===== config.mk =====
export PLATFORM = sky130hd
export DESIGN_NAME = line_doubler
export DESIGN_NICKNAME = d
export VERILOG_FILES = /design/src/rtl/ldb_pkg.sv /design/src/rtl/ldb_lane.sv /design/src/rtl/ldb_ctrl.sv /design/src/rtl/line_doubler.sv
export SDC_FILE = /design/constraint.sdc
export NUM_CORES = 1
export LEC_CHECK = 0
export ABC_AREA = 1
export BUFFER_PORTS_ARGS = -buffer_cell sky130_fd_sc_hd__buf_4
export CAP_MARGIN = 20
export CELL_PAD_IN_SITES_DETAIL_PLACEMENT = 1
export CELL_PAD_IN_SITES_GLOBAL_PLACEMENT = 2
export CORE_MARGIN = 1.5
export CORE_UTILIZATION = 33
export CTS_BUF_LIST = sky130_fd_sc_hd__clkbuf_16
export CTS_CLUSTER_SIZE = 16
export DETAILED_ROUTE_END_ITERATION = 10
export PLACE_DENSITY_LB_ADDON = 0.2
export SYNTH_ARGS = -nofsm -noshare
export SYNTH_HDL_FRONTEND = slang
export SYNTH_SLANG_ARGS = --single-unit
export TNS_END_PERCENT = 1

===== constraint.sdc =====
create_clock -name clk -period 3.9 [get_ports clk]
set_input_delay 0.195 -clock clk [delete_from_list [all_inputs] [get_ports clk]]
set_output_delay 0.195 -clock clk [all_outputs]
set_load 0.02 [all_outputs]

===== src/rtl/ldb_pkg.sv =====
package ldb_pkg;
  localparam int LDB_CHANNELS = 3;

  typedef enum logic [2:0] {
    ST_IDLE,
    ST_ORIG,
    ST_WAIT,
    ST_MEAN,
    ST_DUP
  } ldb_state_e;
endpackage


===== src/rtl/ldb_lane.sv =====
module ldb_lane #(
  parameter int PIX_W = 8
) (
  input  logic             clk,
  input  logic             rst,
  input  logic             load_held,
  input  logic             load_mean,
  input  logic             sel_mean,
  input  logic [PIX_W-1:0] in_d,
  output logic [PIX_W:0]   out_d
);
  // widen an original sample into the half-LSB output format
  function automatic logic [PIX_W:0] as_fixed(input logic [PIX_W-1:0] v);
    return {v, 1'b0};
  endfunction

  // a + b equals twice the mean, which is the mean in half-LSB format
  function automatic logic [PIX_W:0] pair_sum(input logic [PIX_W-1:0] a,
                                              input logic [PIX_W-1:0] b);
    return {1'b0, a} + {1'b0, b};
  endfunction

  logic [PIX_W-1:0] held_q;
  logic [PIX_W:0]   mean_q;

  always_ff @(posedge clk) begin
    if (rst) begin
      held_q <= '0;
      mean_q <= '0;
    end else begin
      if (load_mean) mean_q <= pair_sum(held_q, in_d);
      if (load_held) held_q <= in_d;
    end
  end

  assign out_d = sel_mean ? mean_q : as_fixed(held_q);
endmodule


===== src/rtl/ldb_ctrl.sv =====
module ldb_ctrl
  import ldb_pkg::*;
(
  input  logic clk,
  input  logic rst,
  input  logic take_in,
  input  logic take_out,
  input  logic in_eol,
  output logic in_ready,
  output logic out_valid,
  output logic out_eol,
  output logic load_held,
  output logic load_mean,
  output logic sel_mean
);
  ldb_state_e state_q;
  logic       held_eol_q;

  always_ff @(posedge clk) begin
    if (rst) begin
      state_q    <= ST_IDLE;
      held_eol_q <= 1'b0;
    end else begin
      unique case (state_q)
        ST_IDLE: if (take_in) begin
          state_q    <= ST_ORIG;
          held_eol_q <= in_eol;
        end
        ST_ORIG: if (take_out) state_q <= held_eol_q ? ST_DUP : ST_WAIT;
        ST_WAIT: if (take_in) begin
          state_q    <= ST_MEAN;
          held_eol_q <= in_eol;
        end
        ST_MEAN: if (take_out) state_q <= ST_ORIG;
        ST_DUP:  if (take_out) state_q <= ST_IDLE;
        default: state_q <= ST_IDLE;
      endcase
    end
  end

  always_comb begin
    in_ready  = (state_q == ST_IDLE) || (state_q == ST_WAIT);
    out_valid = (state_q == ST_ORIG) || (state_q == ST_MEAN) || (state_q == ST_DUP);
    out_eol   = (state_q == ST_DUP);
    sel_mean  = (state_q == ST_MEAN);
    load_held = take_in;
    load_mean = take_in && (state_q == ST_WAIT);
  end
endmodule


===== src/rtl/line_doubler.sv =====
module line_doubler
  import ldb_pkg::*;
#(
  parameter int PIX_W = 8
) (
  input  logic             clk,
  input  logic             rst,
  input  logic             in_valid,
  output logic             in_ready,
  input  logic [PIX_W-1:0] in_r,
  input  logic [PIX_W-1:0] in_g,
  input  logic [PIX_W-1:0] in_b,
  input  logic             in_eol,
  output logic             out_valid,
  input  logic             out_ready,
  output logic [PIX_W:0]   out_r,
  output logic [PIX_W:0]   out_g,
  output logic [PIX_W:0]   out_b,
  output logic             out_eol
);
  localparam int OUT_W = PIX_W + 1;

  logic acc_in;
  logic acc_out;
  logic load_held, load_mean, sel_mean;

  logic [PIX_W-1:0] lane_in  [LDB_CHANNELS];
  logic [OUT_W-1:0] lane_out [LDB_CHANNELS];

  assign acc_in  = in_valid && in_ready;
  assign acc_out = out_valid && out_ready;

  assign lane_in[0] = in_r;
  assign lane_in[1] = in_g;
  assign lane_in[2] = in_b;
  assign out_r = lane_out[0];
  assign out_g = lane_out[1];
  assign out_b = lane_out[2];

  ldb_ctrl u_ctrl (
    .clk       (clk),
    .rst       (rst),
    .take_in   (acc_in),
    .take_out  (acc_out),
    .in_eol    (in_eol),
    .in_ready  (in_ready),
    .out_valid (out_valid),
    .out_eol   (out_eol),
    .load_held (load_held),
    .load_mean (load_mean),
    .sel_mean  (sel_mean)
  );

  for (genvar c = 0; c < LDB_CHANNELS; c++) begin : g_lane
    ldb_lane #(.PIX_W(PIX_W)) u_lane (
      .clk       (clk),
      .rst       (rst),
      .load_held (load_held),
      .load_mean (load_mean),
      .sel_mean  (sel_mean),
      .in_d      (lane_in[c]),
      .out_d     (lane_out[c])
    );
  end
endmodule


==> run metrics <==
required time of the worst setup path=4.07 ns; full die area=0.0110 mm2; Cell Area, Placed=roughly 0.004 mm2; Peak Freq=0.422 GHz; drt pass-1 iters=4; Worst Path Max Fanout=34; Die W=105 um; CTS tree=yes; hold_sp=in_g[7]; core area=0.00991 mm2; Final ANT Viol Nets=0; All-Layer GR Usage=0.180; synth cell count leaders=nand2_1, inv_1, nor2_1; H-tree Lvls=2; routed wire length=9360 um; HP Class=in -> reg; CTS max path bufs=2; Top delay family on crit path=simple AND/OR/NAND/NOR gates; vias per cell=4.78; clk_lat worst skew=0.30 ns; Final Cycle Share=0.608; Yosys Warn Count=0; Relative slew margins=0.579; IO Pins=59; Post-CTS Resized=0; Crit Path Class=reg -> reg; cts bufs inserted=5; Congestion Overflow GR=0; hold depth=3; post-cts hold buffer count=0; die height=105 um; GP Congestion=0.728; Max Cap Violations=0; number of synthesized flops with an enable pin=0; Slew @ Worst Pin=approximately 0.63 ns; share of the synthesized area in the top cell type=0.323; Initial Util=0.344; CTS Root Cell=clkbuf_16; Cell Area, Synth=0.00341 mm2; Final setup viols=0; slowest CP cell=inv_2; crit end category=flip-flop; Leakage=2.03 nW; synth unique cells=29; vias in the first global route=3,392; clk slew on worst S/H paths=0.07 ns; mean post-synth cell area=6.66 um2; final setup TNS=0 ns; post-CTS setup repair buffer count=0; initial drt markers=48; synthesized flop and latch total=55; RR Startpoint=u_ctrl.state_q[2]$_SDFFE_PP0P_; initial antenna violation count=0; maximum number of pins on one net before global-route repair=37; r2r setup slk=1.53 ns; share of cells above drive strength 1=0.139; Buffers on Ports=slightly below 60; FF-to-FF End=g_lane[0].u_lane.mean_q[0]$_SDFFE_PP0P_; post-route DRC violation count=0; Mapped Cells=512; count leader, synth=nand2_1; register area share after synthesis=0.323; post-synth net total=568; status=finished, final reports clean; Hold EP=g_lane[1].u_lane.held_q[7]$_SDFFE_PP0P_; cell taking the most area after synthesis=dfxtp_1; Rows=36; Cell Pwr Density=396 mW/mm2; CP max stage delay=about 0.59 ns; drt wl/cell=between 10 and 15 um; RSZ-0062 raised after global routing=false; Async SR Flop Fraction=0; ranking of synthesized cells by area=dfxtp_1, nand2_1, inv_1, ha_1, o21ai_0; vias post-DR=3,318; clk sink count=55; Startpoint Class=flip-flop; main flop type after synthesis=dfxtp_1; DP HPWL=between 6000 and 7000 um; max-slew violation count=0; first-pass GRT wire length=15,900 um; Final Hold Vio Count=0; nets@finish=between 600 and 700; final instance area=0.00407 mm2; crit path DAT=2.54 ns; Worst Path Buf+Inv=1; Layout area overhead=19.2%; Peak VDD IR=0.173 mV; Layout Skew=0.00590 ns; CP cell instances=nor2_4, nand2_2, inv_2, nand2_4, o21ai_0, a21oi_1; crit path time final=2.37 ns; n_diodes=0; R2R depth=6
-- flip-flops by register name (all words and copies together) (netlist names) --
name / count
g_lane.u_lane.mean_q: 27
g_lane.u_lane.held_q: 24
u_ctrl.state_q: 3
u_ctrl.held_eol_q: 1
-- per-stage QoR --
step / hold slack, ns / power (mW) / worst slack (ns) / cells / util
floorplan: 0.343 / 1.02 / 2.42 / 512 / -
global placement: 0.440 / 1.17 / 1.58 / 685 / 0.395
detailed placement: 0.445 / 1.19 / 1.50 / 685 / 0.395
CTS: 0.151 / 1.64 / 1.48 / 693 / 0.409
global route: 0.167 / 1.74 / 1.20 / 694 / 0.410
finish: 0.151 / 1.61 / 1.53 / 694 / 0.410
-- routing by layer --
metal	routed length, um	vias to the layer above	track usage
li1	-	1720	-
met1	4510	1545	0.227
met2	4460	45	0.319
met3	259	8	0.0262
met4	126	0	0.0509
met5	0	-	0
-- placed cells by master (no fill, tap or decap), types with 2 or more instances in the layout --
cell | netlist | layout
nand2_1 | 101 | 101
inv_1 | 84 | 85
buf_4 | 3 | 60
nor2_1 | 58 | 58
dfxtp_1 | 55 | 55
o21ai_0 | 46 | 46
a21oi_1 | 39 | 39
nand3_1 | 30 | 29
ha_1 | 24 | 24
o21ai_1 | 19 | 19
nand4_1 | 5 | 5
or2_2 | 5 | 5
clkbuf_16 | 0 | 5
xor2_1 | 4 | 4
nand3b_1 | 3 | 3
xnor2_1 | 3 | 3
fa_1 | 3 | 3
inv_2 | 2 | 2
mux2_1 | 2 | 2
a31oi_1 | 2 | 2
clkinv_1 | 0 | 2
-- worst register-to-register path, stage by stage (launching register included) --
cell	delay, ns
dfxtp_1	0.37
nor2_4	0.15
nand2_2	0.37
inv_2	0.60
nand2_4	0.38
o21ai_0	0.31
a21oi_1	0.07
-- worst max path at each step --
stage / startpoint / slack, ns / to / depth (start not counted)
floorplan: g_lane[2].u_lane.held_q[0]$_SDFFE_PP0P_ / 2.42 / g_lane[2].u_lane.mean_q[4]$_SDFFE_PP0P_ / 9
CTS: u_ctrl.state_q[2]$_SDFFE_PP0P_ / 1.48 / g_lane[0].u_lane.mean_q[0]$_SDFFE_PP0P_ / 6
detailed placement: u_ctrl.state_q[2]$_SDFFE_PP0P_ / 1.50 / g_lane[2].u_lane.mean_q[8]$_SDFFE_PP0P_ / 8
finish: u_ctrl.state_q[2]$_SDFFE_PP0P_ / 1.53 / g_lane[0].u_lane.mean_q[0]$_SDFFE_PP0P_ / 6
global placement: u_ctrl.state_q[2]$_SDFFE_PP0P_ / 1.58 / g_lane[2].u_lane.mean_q[8]$_SDFFE_PP0P_ / 8
global route: u_ctrl.state_q[2]$_SDFFE_PP0P_ / 1.20 / g_lane[2].u_lane.mean_q[8]$_SDFFE_PP0P_ / 8
-- where the power goes --
part / leakage (nW) / switching (mW) / internal (mW)
registers: 0.450 / 0.0377 / 0.613
logic: 1.51 / 0.317 / 0.204
clock network: 0.0701 / 0.207 / 0.232
-- cell type report --
class                           instances  area [um2]
Timing Repair Buffer                   61         465
Multi-Input combinational cell        351        1880
Clock buffer                            5         125
Tap cell                              133         166
Fill cell                            1329        5840
Sequential cell                        55        1100
Inverter                               86         323
Clock inverter                          3        11.3
-- cells by family after synthesis --
| kind of cell | synth area share |
|---|---|
| multiplexers | 0.00660 |
| AND/OR/NAND/NOR | 0.254 |
| buffers and inverters | 0.129 |
| adder cells (fa/ha/maj) | 0.106 |
| AO/OA/AOI/OAI | 0.164 |
| flip-flops | 0.323 |
| XOR/XNOR | 0.0180 |
Note: power is estimated with default switching activity, not from simulation.
